File: src/rtl/wdt_pkg.sv
package wdt_pkg;
  localparam int unsigned ADR_CTRL = 0;
  localparam int unsigned ADR_LOAD = 1;
  localparam int unsigned ADR_KICK = 2;
  localparam int unsigned ADR_STAT = 3;
  localparam int unsigned ADR_IEN  = 4;

  typedef struct packed {
    logic warn_mode;  // bit2
    logic stall_en;   // bit1
    logic run;        // bit0
  } ctrl_t;
endpackage

File: src/rtl/wdt_regs.sv
module wdt_regs
  import wdt_pkg::*;
#(
  parameter int unsigned DW = 16,
  parameter int unsigned AW = 3
) (
  input  logic          clk_i,
  input  logic          rst_ni,
  input  logic          wr_en_i,
  input  logic [AW-1:0] wr_addr_i,
  input  logic [DW-1:0] wr_data_i,
  input  logic          warn_evt_i,
  output ctrl_t         ctrl_o,
  output logic [DW-1:0] load_o,
  output logic          ien_o,
  output logic          flag_o,
  output logic          kick_o,
  output logic          start_o,
  output logic          stop_o
);
  ctrl_t         ctrl_q, ctrl_d;
  logic [DW-1:0] load_q, load_d;
  logic          ien_q, ien_d;
  logic          flag_q, flag_d;

  always_comb begin
    ctrl_d = ctrl_q;
    load_d = load_q;
    ien_d  = ien_q;
    flag_d = flag_q;
    kick_o = 1'b0;
    if (wr_en_i) begin
      case (wr_addr_i)
        AW'(ADR_CTRL): ctrl_d = ctrl_t'(wr_data_i[2:0]);
        AW'(ADR_LOAD): if (!ctrl_q.run) load_d = wr_data_i;
        AW'(ADR_KICK): kick_o = 1'b1;
        AW'(ADR_STAT): if (wr_data_i[0]) flag_d = 1'b0;
        AW'(ADR_IEN):  ien_d = wr_data_i[0];
        default: ;
      endcase
    end
    if (warn_evt_i) flag_d = 1'b1;  // set beats clear
    if (!ctrl_d.run) flag_d = 1'b0; // stopping drops the warning
  end

  assign start_o = ctrl_d.run & ~ctrl_q.run;
  assign stop_o  = ~ctrl_d.run & ctrl_q.run;

  always_ff @(posedge clk_i or negedge rst_ni) begin
    if (!rst_ni) begin
      ctrl_q <= '0;
      load_q <= '0;
      ien_q  <= 1'b0;
      flag_q <= 1'b0;
    end else begin
      ctrl_q <= ctrl_d;
      load_q <= load_d;
      ien_q  <= ien_d;
      flag_q <= flag_d;
    end
  end

  assign ctrl_o = ctrl_q;
  assign load_o = load_q;
  assign ien_o  = ien_q;
  assign flag_o = flag_q;
endmodule

File: src/rtl/wdt_core.sv
module wdt_core #(
  parameter int unsigned DW = 16
) (
  input  logic          clk_i,
  input  logic          rst_ni,
  input  logic          tick_i,
  input  logic          dbg_cable_i,
  input  logic          run_i,
  input  logic          stall_en_i,
  input  logic          warn_mode_i,
  input  logic [DW-1:0] load_i,
  input  logic          kick_i,
  input  logic          start_i,
  input  logic          stop_i,
  output logic          warn_evt_o,
  output logic [DW-1:0] cnt_o,
  output logic          stage_o,
  output logic          rst_req_o
);
  logic [DW-1:0] cnt_q, cnt_d;
  logic          stage_q, stage_d;
  logic          rreq_q, rreq_d;
  logic          step_en;
  logic          last;

  assign step_en = tick_i & run_i & ~(stall_en_i & dbg_cable_i);
  assign last    = (cnt_q < DW'(2));

  always_comb begin
    cnt_d      = cnt_q;
    stage_d    = stage_q;
    rreq_d     = 1'b0;
    warn_evt_o = 1'b0;
    if (stop_i) begin
      stage_d = 1'b0;
    end else if (start_i || kick_i) begin
      cnt_d   = load_i;
      stage_d = 1'b0;
    end else if (step_en) begin
      if (!last) begin
        cnt_d = cnt_q - DW'(1);
      end else if (warn_mode_i && !stage_q) begin
        warn_evt_o = 1'b1;
        stage_d    = 1'b1;
        cnt_d      = load_i;
      end else begin
        rreq_d  = 1'b1;
        stage_d = 1'b0;
        cnt_d   = load_i;
      end
    end
  end

  always_ff @(posedge clk_i or negedge rst_ni) begin
    if (!rst_ni) begin
      cnt_q   <= '0;
      stage_q <= 1'b0;
      rreq_q  <= 1'b0;
    end else begin
      cnt_q   <= cnt_d;
      stage_q <= stage_d;
      rreq_q  <= rreq_d;
    end
  end

  assign cnt_o     = cnt_q;
  assign stage_o   = stage_q;
  assign rst_req_o = rreq_q;
endmodule

File: src/rtl/wdt_twostage.sv
module wdt_twostage
  import wdt_pkg::*;
#(
  parameter int unsigned DW        = 16,
  parameter int unsigned AW        = 3,
  parameter int unsigned SYNC_STGS = 2
) (
  input  logic          clk_i,
  input  logic          rst_ni,
  input  logic          tick_i,
  input  logic          dbg_cable_i,
  input  logic          wr_en_i,
  input  logic [AW-1:0] wr_addr_i,
  input  logic [DW-1:0] wr_data_i,
  input  logic [AW-1:0] rd_addr_i,
  output logic [DW-1:0] rd_data_o,
  output logic          irq_o,
  output logic          rst_req_o
);
  logic [SYNC_STGS-1:0] rs_q;
  logic                 rst_n_int;

  always_ff @(posedge clk_i or negedge rst_ni) begin
    if (!rst_ni) rs_q <= '0;
    else         rs_q <= {rs_q[SYNC_STGS-2:0], 1'b1};
  end
  assign rst_n_int = rs_q[SYNC_STGS-1];

  ctrl_t         ctrl;
  logic [DW-1:0] load_q, cnt_q;
  logic          ien_q, flag_q, stage_q;
  logic          kick, start, stop, warn_evt;
  logic          run_s, stall_s;

  assign run_s   = ctrl.run;
  assign stall_s = ctrl.stall_en;

  wdt_regs #(.DW(DW), .AW(AW)) u_regs (
    .clk_i      (clk_i),
    .rst_ni     (rst_n_int),
    .wr_en_i    (wr_en_i),
    .wr_addr_i  (wr_addr_i),
    .wr_data_i  (wr_data_i),
    .warn_evt_i (warn_evt),
    .ctrl_o     (ctrl),
    .load_o     (load_q),
    .ien_o      (ien_q),
    .flag_o     (flag_q),
    .kick_o     (kick),
    .start_o    (start),
    .stop_o     (stop)
  );

  wdt_core #(.DW(DW)) u_core (
    .clk_i       (clk_i),
    .rst_ni      (rst_n_int),
    .tick_i      (tick_i),
    .dbg_cable_i (dbg_cable_i),
    .run_i       (ctrl.run),
    .stall_en_i  (ctrl.stall_en),
    .warn_mode_i (ctrl.warn_mode),
    .load_i      (load_q),
    .kick_i      (kick),
    .start_i     (start),
    .stop_i      (stop),
    .warn_evt_o  (warn_evt),
    .cnt_o       (cnt_q),
    .stage_o     (stage_q),
    .rst_req_o   (rst_req_o)
  );

  always_comb begin
    rd_data_o = '0;
    case (rd_addr_i)
      AW'(ADR_CTRL): rd_data_o = DW'(ctrl);
      AW'(ADR_LOAD): rd_data_o = load_q;
      AW'(ADR_KICK): rd_data_o = cnt_q;
      AW'(ADR_STAT): rd_data_o = DW'({stage_q, flag_q});
      AW'(ADR_IEN):  rd_data_o = DW'(ien_q);
      default: ;
    endcase
  end

  assign irq_o = flag_q & ien_q;
endmodule

File: config.mk
export PLATFORM = sky130hd
export DESIGN_NAME = wdt_twostage
export DESIGN_NICKNAME = d
export VERILOG_FILES = /design/src/rtl/wdt_pkg.sv /design/src/rtl/wdt_regs.sv /design/src/rtl/wdt_core.sv /design/src/rtl/wdt_twostage.sv
export SDC_FILE = /design/constraint.sdc
export NUM_CORES = 1
export LEC_CHECK = 0
export ABC_CLOCK_PERIOD_IN_PS = 3700
export BUFFER_PORTS_ARGS = -buffer_cell sky130_fd_sc_hd__clkbuf_2
export CAP_MARGIN = 25
export CORE_MARGIN = 3
export CORE_UTILIZATION = 39
export CTS_BUF_LIST = sky130_fd_sc_hd__clkbuf_4 sky130_fd_sc_hd__clkbuf_8
export DETAILED_ROUTE_END_ITERATION = 12
export SLEW_MARGIN = 0
export SYNTH_ARGS = -nofsm -noshare
export SYNTH_HDL_FRONTEND = slang
export SYNTH_HIERARCHICAL = 1
export SYNTH_SLANG_ARGS = --single-unit
File: constraint.sdc
create_clock -name clk_i -period 3.7 [get_ports clk_i]
set_input_delay 0.555 -clock clk_i [delete_from_list [all_inputs] [get_ports clk_i]]
set_output_delay 0.555 -clock clk_i [all_outputs]
set_load 0.05 [all_outputs]
# Word level (Yosys, flattened, before mapping)
# Cells that the tools add are included.
# word_totals
register_bits	41
latch_bits	0
ram_bits	0
mem_bits_ro	0
inputBits	27
out_inout_bits	18
word_cells	74
memories	0
# op_classes
n_addsub	1
mul	0
n_div	0
order_cmp	1
eq_ne	11
shifts	0
mux	27
n_bitwise	10
n_reduce_logical	14
# op_table
cell	count
16-bit one-hot mux with 5 select lines	1
16-bit two-way mux	3
1-bit two-way mux	23
16-bit by 2-bit less-than comparator with 1-bit output (second input constant)	1
16-bit by 1-bit subtractor with 16-bit output (second input constant)	1
3-bit by 2-bit equality test with 1-bit output (second input constant)	4
3-bit by 2-bit inequality test with 1-bit output (second input constant)	3
2-bit AND reduction	4
1-bit bitwise AND	6
3-bit by 1-bit equality test with 1-bit output (second input constant)	2
3-bit equality test (second input constant)	2
3-bit logical NOT	2
3-bit AND reduction	2
3-bit nonzero test	2
1-bit NOT	4
2-bit nonzero test	1
1-bit logical AND	1
1-bit logical NOT	1
1-bit logical OR	1

# Depth between registers and ports, before layout
# Gate-level depths: netlist (run 1).
# depth
word_depth	9
mapped_depth	9
mapped_depth_nobuf	7

# Cells and area by module
# The synthesis (run 1) kept the hierarchy.
# by_module_without_submodules
module	n_inst	cells_each	area_each_um2	seq_area_each_um2
wdt_core	1	141	1184.9	450.4
wdt_regs	1	51	875.8	525.5
wdt_twostage	1	49	372.9	50.0

# Worst setup path before layout (run 1)
# No wires, ideal clock.
# synth_path
path_kind	input-to-output
from	in rd_addr_i[0]
to	out rd_data_o[2]
arrival_ps	1799
required_ps	3145
slack_ps	1346
cell_stages	4
n_path_buf	1
path_cell_list	buf_6 > mux2i_1 > or2_2 > a21oi_1
# synth_between
elab_chain_len	2
word_cells_on_any_way	6
cone_classes	4 x eq/ne; 1 x mux; 1 x reduce/logical
# synth_rtl
item	line	rtl
from (decl)	wdt_twostage.sv:15	input logic [AW-1:0] rd_addr_i,
3-bit equality test, or another cell as far along	wdt_twostage.sv:74	case (rd_addr_i)
16-bit one-hot mux with 5 select lines *	wdt_twostage.sv:74	
to (decl)	wdt_twostage.sv:16	output logic [DW-1:0] rd_data_o,
# Mark *: on every way between the ends. The rest lies on a longest branch, timed or not.

# Final worst setup path (run 1)
# layout_path
from	in rd_addr_i[0]
to	out rd_data_o[14]
# Same word-level chain as after synthesis.

==> flow_summary.toml, run 1 <==
[power_and_ir_drop]
p_total_uw = 1610
ir_worst_vdd_mv = 0.301
p_leak_uw = 0.00119
powerDensity_nw_per_um2 = 578

[drt]
ant_nets = 0
vias_per_cell = 5.54
vias = 1985
wl_mm = 5.80
drcViolationCount = 0
wl_per_cell_um = 16.2
drt_iter0_markers = 151
dr.pass1.iters = 4

[worst_hold_path]
worstHoldPathType = "primary input to asynchronous set/reset pin"

[place]
io_buffer_count = 44
dp_hpwl_mm = 4.02
dp_slack_ps = 1210
place_congestion = 0.789

[floorplan]
fp-row-count = 28
io_pins = 45
fp.dieW_um = 85.0
start_util_pct = 40.6
dieArea_um2 = 7220
fp.dieH_um = 85.0
core_um2 = 5990

[clocking]
root_buffer = "clkbuf_8"
worstSkewPairLatency_ps = 290
clock-sinks = 41
cts_tree = "yes"
cts_buffer_depth = 2
cts_buffers = 5
h-tree-depth = 2
path_clk_slew_ps = 70
hold_buffers = 0
cts_resized = 0
cts_setup_buffers = 0

[timing]
fin_tns_setup_ps = 0
fin_skew_ps = 6.92
hold_violations = 0
worstMarginPinSlew_ps = 710
fmax_mhz = 407
rsz0062_at_grt = "no"
layout_setup_ws_ps = 1240
slew_violations = 0
period_minus_slack_ps = 2460
slew_headroom_pct = 52.3
finalSetupViolCount = 0
post-route-period-util_pct = 66.5

[setup_path]
path_buf_inv = 2
crit_chain = "clkbuf_2, nor2b_2, a22oi_1, nor2_1, clkbuf_2"
crit_family = "simple AND/OR/NAND/NOR gates"
path_class = "primary input to output pin"
crit_start = "rd_addr_i[0]"
slowest_delay_ps = 560
critical-path-slowest-cell = "nor2b_2"
crit_fanout = 13
crit_path_frequent_cell = "clkbuf_2"
reg2reg_from = "u_core/cnt_o[2]"
worstSetupEndpointType = "output pin"
worst_ep_required_time_ps = 3140
startpoint_type = "primary input"
arrival_ps = 1900

[global_route]
grt_max_degree = 40
antenna_found_initial = 0
grtUsageTotal_pct = 17.0
grt-ovfl-total = 0
first_global_vias = 1976
grt_pass1_wl_mm = 9.95

[logic_synthesis]
yosysSeqAreaShare_pct = 42.2
synth-edff-count = 0
synthesis.nets = 269
ys_dominant_reg_cell = "dfrtp_1"
yosysUniqueCellTypes = 54
netlist_area_um2 = 2430
ys_ff_latch = 41
synthArstFlopShare_pct = 100
yosys_warnings = 6
syn_avg_cell_area_um2 = 10.1
netlist_instances = 241

[final_layout]
n_antenna_cell = 0
nNetsFinal = 311
fillers = 590
final_layout_size_suffix_gt1_share_pct = 33.9
area_growth_pct = 14.7

[job]
cap_violations = 0

[run_status]
status = "complete, no violations"
[cell families (layout without fill, tap and decap cells)]
kind of cell,count (synthesis),in the layout,synth area share [%]
adder cells (fa/ha/maj),1,1,0.514
multiplexers,26,26,12.2
flip-flops,41,41,42.2
other,1,1,0.154
AND/OR/NAND/NOR,91,91,22.3
buffers and inverters,16,58,3.96
AO/OA/AOI/OAI,65,65,18.7
[cells in the final DEF (no fill, tap or decap), types with 2 or more instances in the layout]
| master | netlist | final |
|---|---|---|
| buf_4 | 3 | 4 |
| nand2b_1 | 3 | 3 |
| o21ai_0 | 9 | 9 |
| nand3_1 | 8 | 8 |
| a21oi_1 | 12 | 12 |
| nor3_1 | 5 | 5 |
| nor4_4 | 2 | 2 |
| a2bb2oi_1 | 6 | 6 |
| nor2_1 | 26 | 26 |
| or3_1 | 2 | 2 |
| clkbuf_8 | 0 | 6 |
| nand2_1 | 17 | 17 |
| mux2i_1 | 5 | 5 |
| and4bb_2 | 2 | 2 |
| o31ai_1 | 2 | 2 |
| nor2b_1 | 2 | 2 |
| nor4_1 | 5 | 5 |
| dfrtp_1 | 41 | 41 |
| and3b_1 | 2 | 2 |
| nand4_1 | 4 | 4 |
| clkbuf_2 | 0 | 44 |
| a22oi_1 | 13 | 13 |
| or2_2 | 3 | 3 |
| inv_1 | 3 | 3 |
| mux2_2 | 20 | 20 |
| o211ai_1 | 2 | 2 |
| o21ai_1 | 4 | 4 |
| a21oi_2 | 4 | 4 |
[cell type report]
class,instances,area [um^2],area share [%]
multi-input combinational,184,1320,47.3
sequential,41,1030,36.8
timing repair buffer,48,250,8.97
tap,75,93.8,3.36
clock buffer,7,90.1,3.23
inverter,3,11.3,0.404
[state kept, by name, indices dropped and copies added, names as in the netlist]
signal	cells
rs_q	2
u_core/cnt_o	16
u_core/rst_req_o	1
u_core/stage_o	1
u_regs/ctrl_o	3
u_regs/flag_o	1
u_regs/ien_o	1
u_regs/load_o	16
[routing by layer]
metal | vias to the layer above | wire length, um | global-route usage [%]
li1 | 984 | - | -
met1 | 953 | 2740 | 24.6
met2 | 43 | 2670 | 26.0
met3 | 5 | 323 | 3.59
met4 | 0 | 69 | 4.32
met5 | - | 0 | 0
[stage by stage]
step	hold WS, ps	instances	area [um^2]	utilization [%]
floorplan	259	241	2430	-
global placement	323	351	2700	45.1
detailed placement	327	351	2700	45.1
CTS	24.6	358	2790	46.6
global route	22.0	358	2790	46.6
finish	34.5	358	2790	46.6
[synthesized netlist by cell type, drive strengths merged (5+ instances only)]
library cell | n | area (um^2)
a21oi | 16 | 95.1
a22oi | 13 | 97.6
a2bb2oi | 6 | 52.6
buf | 8 | 66.3
clkbuf | 5 | 18.8
dfrtp | 41 | 1030
mux2 | 20 | 225
mux2i | 5 | 50.1
nand2 | 17 | 63.8
nand3 | 8 | 40.0
nor2 | 26 | 97.6
nor3 | 5 | 25.0
nor4 | 7 | 73.8
o21ai | 13 | 65.1
[final timing paths]
path / end / slack (ps) / depth (start not counted)
max: rd_data_o[14] / 1240 / 5
min: rs_q[0] / 30 / 1
max reg2reg: u_regs/flag_o / 1350 / 6
min reg2reg: u_regs/ien_o / 300 / 1
max in group asynchronous: u_core/cnt_o[2] / 3050 / 1
min in group clk_i: rs_q[1] / 360 / 0
[where the power goes]
part | total, uW | switching, uW | leakage [uW] | internal [uW]
clock network | 303 | 148 | 0.0000477 | 155
logic | 522 | 293 | 0.000651 | 228
registers | 789 | 191 | 0.000489 | 598
total | 1610 | 632 | 0.00119 | 981
Note: power is estimated with default switching activity, not from simulation.
==> run 2, diff against run 1 <==
--- a/config.mk
+++ b/config.mk
@@ -5,7 +5,7 @@
 export SDC_FILE = /design/constraint.sdc
 export NUM_CORES = 1
 export LEC_CHECK = 0
-export ABC_CLOCK_PERIOD_IN_PS = 3700
+export ABC_CLOCK_PERIOD_IN_PS = 2200
 export BUFFER_PORTS_ARGS = -buffer_cell sky130_fd_sc_hd__clkbuf_2
 export CAP_MARGIN = 25
 export CORE_MARGIN = 3
==> constraint.sdc (replaced) <==
create_clock -name clk_i -period 2.2 [get_ports clk_i]
set_input_delay 0.33 -clock clk_i [delete_from_list [all_inputs] [get_ports clk_i]]
set_output_delay 0.33 -clock clk_i [all_outputs]
set_load 0.05 [all_outputs]
==> run 2 against run 1 <==
Clock skew fell by 1.2 ps. Wire length rose by 7.0%. Critical path depth rose by 1. Clock power rose by 70%. Hold slack improved by 230 ps. Non-clock buffer count rose by 20. Critical path type is now register to register. Design area rose by 6.6%. First-iteration DRC count fell by 27%.
==> flow_summary.toml, run 2 (synthesized netlist as in run 1, its figures left out) <==
[clocking]
clock-sinks = 41
path_clk_slew_ps = 80
root_buffer = "clkbuf_8"
cts_buffer_depth = 2
h-tree-depth = 2
cts_tree = "yes"
worstSkewPairLatency_ps = 290
cts_setup_buffers = 0
cts_buffers = 5

[global_route]
gr-usage-met3_pct = 3.79
first_global_vias = 2188
grtUsageTotal_pct = 18.3
grtUsageMet2_pct = 29.9
grt_pass1_wl_mm = 10.7
antenna_found_initial = 0
met1_usage_pct = 25.0
grt_max_degree = 40
top_usage_layer = "met2"
grt-ovfl-total = 0

[place]
dp_hpwl_mm = 4.56
dp_slack_ps = 3.37
place_inst = 370
place_congestion = 0.853
io_buffer_count = 44

[drt]
ant_nets = 0
vias_per_cell = 5.62
drt_iter0_markers = 110
dr.pass1.iters = 4
drcViolationCount = 0
vias = 2125
wl_per_cell_um = 16.4
wl_mm = 6.20

[setup_path]
critical-path-slowest-cell = "or4_4"
path_class = "register to register"
crit_chain = "nor4_1, nand4_1, or4_4, nor3b_2, nand4bb_1, o221a_2"
crit_family = "simple AND/OR/NAND/NOR gates"
arrival_ps = 2280
r2r_cells = 6
crit_fanout = 4
worstSetupEndpointType = "register"
rr_endpoint = "u_regs/flag_o"
r2r_slack_ps = 160
path_buf_inv = 0
slowest_delay_ps = 450
reg2reg_from = "u_core/cnt_o[12]"
worst_ep_required_time_ps = 2430
startpoint_type = "register"

[final_layout]
final_layout_size_suffix_gt1_share_pct = 38.3
area_growth_pct = 22.2
nNetsFinal = 331
final_cell_mix = "44 x clkbuf_2, 41 x dfrtp_1, 26 x nor2_1"
n_antenna_cell = 0
mostFrequentLayoutCell = "clkbuf_2"
final_cells = 378

[power_and_ir_drop]
seq_power_share_pct = 44.4
powerDensity_nw_per_um2 = 964
ir_worst_vdd_mv = 0.461
switching_power_uw = 1110
p_clk_share_pct = 18.0
p_total_uw = 2870
power_frac_comb_pct = 37.6
switching_share_pct = 38.8
cell_internal_pwr_uw = 1750
p_leak_uw = 0.00130

[worst_hold_path]
min_to = "u_regs/load_o[6]"
worstHoldPathType = "primary input to register"
min_path_cells = 2
worstHoldStart = "wr_data_i[6]"

[run_status]
status = "complete, no violations"

[timing]
slew_violations = 0
fmax_mhz = 489
hold_violations = 0
fin_skew_ps = 5.72
layout_setup_ws_ps = 156
worstMarginPinSlew_ps = 519
rsz0062_at_grt = "no"
slew_headroom_pct = 65.4
fin_tns_setup_ps = 0
hold_slack_ps = 265
period_minus_slack_ps = 2040
finalSetupViolCount = 0
post-route-period-util_pct = 92.9

[floorplan]
fp-row-count = 28
fp.dieW_um = 85.0
dieArea_um2 = 7220
fp.dieH_um = 85.0
start_util_pct = 40.6
io_pins = 45
core_um2 = 5990

[job]
cap_violations = 0
## run 2: cell types whose count changed in the layout (fill, tap and decap cells not counted)
cell and change:
nor4_1 -1, buf_4 +17, buf_12 +2, nor4_2 +1
dlygate4sd3_1 +1
## run 2: power by group through the flow
stage	Clock [uW]	Sequential, uW	Combinational, uW
after floorplan	0	1240	723
after global placement	0	1270	1060
after detailed placement	0	1280	1070
after CTS	528	1270	1080
after global routing	554	1320	1200
final	515	1270	1080
## run 2: worst max path at each step
stage | from | end | slack, ps | cells past startpoint
6_report | u_core/cnt_o[12] | u_regs/flag_o | 160 | 6
5_1_grt | u_core/cnt_o[12] | u_regs/flag_o | 40 | 6
4_1_cts | u_core/cnt_o[2] | u_regs/flag_o | 150 | 6
3_5_place_dp | wr_en_i | u_regs/flag_o | 3 | 8
3_3_place_gp | wr_en_i | u_regs/flag_o | 70 | 8
2_1_floorplan | u_core/cnt_o[6] | u_regs/flag_o | 200 | 6
## run 2: per-stage QoR
stage	instance area (um^2)	utilization [%]
floorplan	2430	-
global placement	2870	47.9
detailed placement	2870	47.9
CTS	2970	49.5
global route	2970	49.6
finish	2970	49.6
## run 2: metal layers
layer / vias to the layer above / part of all wire, %
met3: 4 / 4.8
li1: 1029 / -
met5: - / 0
met1: 1043 / 47
met2: 49 / 48
met4: 0 / 0.76
## run 2: repair_timing
action	4_1_cts	5_1_grt
setup endpoints to repair	0	1
hold endpoints to repair	2	0
hold buffers	1	0
gates resized for setup	0	1
## run 2: cell type report
class,count,area (um^2)
clock buffers,7,90.1
well taps,75,93.8
flip-flops and latches,41,1030
multi-input cells,184,1330
fillers,585,3020
inverters,3,11.3
repair buffers,68,428
## run 2: worst reg2reg max path: stages (launching register included)
cell and delay [ps]:
dfrtp_1 410, nor4_1 380, nand4_1 200, or4_4 450, nor3b_2 200, nand4bb_1 150
o221a_2 190
==> run 3, diff against run 2 <==
--- a/config.mk
+++ b/config.mk
@@ -8,10 +8,13 @@
 export ABC_CLOCK_PERIOD_IN_PS = 2200
 export BUFFER_PORTS_ARGS = -buffer_cell sky130_fd_sc_hd__clkbuf_2
 export CAP_MARGIN = 25
+export CELL_PAD_IN_SITES_DETAIL_PLACEMENT = 0
+export CELL_PAD_IN_SITES_GLOBAL_PLACEMENT = 2
 export CORE_MARGIN = 3
-export CORE_UTILIZATION = 39
+export CORE_UTILIZATION = 33
 export CTS_BUF_LIST = sky130_fd_sc_hd__clkbuf_4 sky130_fd_sc_hd__clkbuf_8
 export DETAILED_ROUTE_END_ITERATION = 12
+export PLACE_DENSITY_LB_ADDON = 0.1
 export SLEW_MARGIN = 0
 export SYNTH_ARGS = -nofsm -noshare
 export SYNTH_HDL_FRONTEND = slang
==> run 3 against run 2 <==
Core utilization is 6.1 points lower. Combinational power is 6% lower. Power up 3.6%. Critical path depth stayed put. Via count decreased by 2.1%. Fmax grew 0.43%. Count of clock-buffer cells in the layout is the same. Non-clock buffer count is 1 higher.
==> flow_summary.toml, run 3 (synthesized netlist as in run 1, its figures left out) <==
[clocking]
cts_buffers = 5
path_clk_slew_ps = 80
cts_tree = "yes"
clock-sinks = 41
h-tree-depth = 2
root_buffer = "clkbuf_8"
worstSkewPairLatency_ps = 290
cts_setup_buffers = 0
cts_buffer_depth = 2

[timing]
period_minus_slack_ps = 2030
fmax_mhz = 491
post-route-period-util_pct = 92.5
finalSetupViolCount = 0
rsz0062_at_grt = "no"
layout_setup_ws_ps = 165
hold_violations = 0
slew_violations = 0
fin_tns_setup_ps = 0
fin_skew_ps = 8.06

[final_layout]
final_cells = 401
final_util_pct = 43.5
seqCellArea_um2 = 1030
final_layout_size_suffix_gt1_share_pct = 38.7
nNetsFinal = 332
final_cell_mix = "44 x clkbuf_2, 41 x dfrtp_1, 26 x nor2_1"
multi_input_area_um2 = 1330
area_growth_pct = 24.8
n_antenna_cell = 0
mostFrequentLayoutCell = "clkbuf_2"
fillers = 725

[job]
cap_violations = 0

[drt]
vias = 2081
drt_iter0_markers = 94
ant_nets = 0
dr.pass1.iters = 6
wl_mm = 6.46
wl_per_cell_um = 16.1
vias_per_cell = 5.19
drcViolationCount = 0

[power_and_ir_drop]
power_frac_comb_pct = 34.5
cell_internal_pwr_uw = 1860
p_clk_share_pct = 21.9
p_leak_uw = 0.00132
powerDensity_nw_per_um2 = 977
ir_worst_vdd_mv = 0.354
seq_power_share_pct = 43.6
switching_share_pct = 37.4
switching_power_uw = 1110
p_total_uw = 2970

[run_status]
status = "complete, no violations"

[global_route]
grtUsageMet2_pct = 25.3
top_usage_layer = "met2"
grt_pass1_wl_mm = 11.1
grt-ovfl-total = 0
gr-usage-met3_pct = 2.87
antenna_found_initial = 0
first_global_vias = 2135
grtUsageTotal_pct = 16.5
met1_usage_pct = 23.9
grt_max_degree = 30

[setup_path]
worst_ep_required_time_ps = 2380
crit_fanout = 6
worstSetupEndpointType = "register"
startpoint_type = "register"
arrival_ps = 2220
path_class = "register to register"

[place]
place_congestion = 0.807
io_buffer_count = 44
dp_hpwl_mm = 4.89
dp_slack_ps = 52.9
place_inst = 392

[floorplan]
fp-row-count = 30
fp.dieH_um = 91.9
core_um2 = 6980
fp.dieW_um = 91.9
io_pins = 45
start_util_pct = 34.9
dieArea_um2 = 8440

[worst_hold_path]
worstHoldPathType = "register to asynchronous set/reset pin"
run 3: layer usage:
layer  part of all wire (%)  vias up
li1                       -     1027
met1                     50     1001
met2                     45       49
met3                    4.5        4
met4                   0.70        0
met5                      0        -
run 3: worst max-delay path, stage by stage, from the launching register on:
cell     delay [ps]
dfrtp_1         400
buf_4           160
or3_1           420
or2_2           340
nor4_1          270
o21ai_0         120
a32o_1          220
run 3: final cells by class:
cell class	count	area share [%]
inverter	3	0.371
multi-input combinational	184	43.6
sequential	41	33.8
clock buffer	7	2.97
clock inverter	1	0.988
tap	96	3.95
timing repair buffer	69	14.3
run 3: through the flow:
stage                     hold WS [ps]  area [um^2]
after floorplan                   34.4         2430
after global placement             118         2900
after detailed placement           119         2900
after CTS                          229         3030
after global routing               249         3040
final                              217         3040
run 3: what timing repair did:
item                       4_1_cts  5_1_grt
gates resized for setup          0        1
setup endpoints to repair        0        1
hold endpoints to repair         2        0
hold buffers                     1        0
run 3: power groups by stage:
| stage | Sequential, uW | Clock [uW] | Combinational (uW) |
|---|---|---|---|
| 3_5_place_dp | 1310 | 0 | 1030 |
| 6_report | 1290 | 650 | 1020 |
| 2_1_floorplan | 1240 | 0 | 723 |
| 3_3_place_gp | 1300 | 0 | 1020 |
| 4_1_cts | 1290 | 679 | 1030 |
| 5_1_grt | 1340 | 707 | 1140 |
run 3: final timing paths:
path	from	to	slack [ps]	cells after the start
worst max-delay path	u_core/cnt_o[11]	u_core/cnt_o[15]	170	6
worst min-delay path	rs_q[1]	u_regs/load_o[14]	220	1
worst max register to register	u_core/cnt_o[11]	u_core/cnt_o[15]	170	6
worst min register to register	rs_q[1]	u_regs/load_o[14]	220	1
max in group asynchronous	rs_q[1]	u_regs/load_o[5]	1690	1
min in group clk_i	wr_data_i[11]	u_regs/load_o[11]	260	2
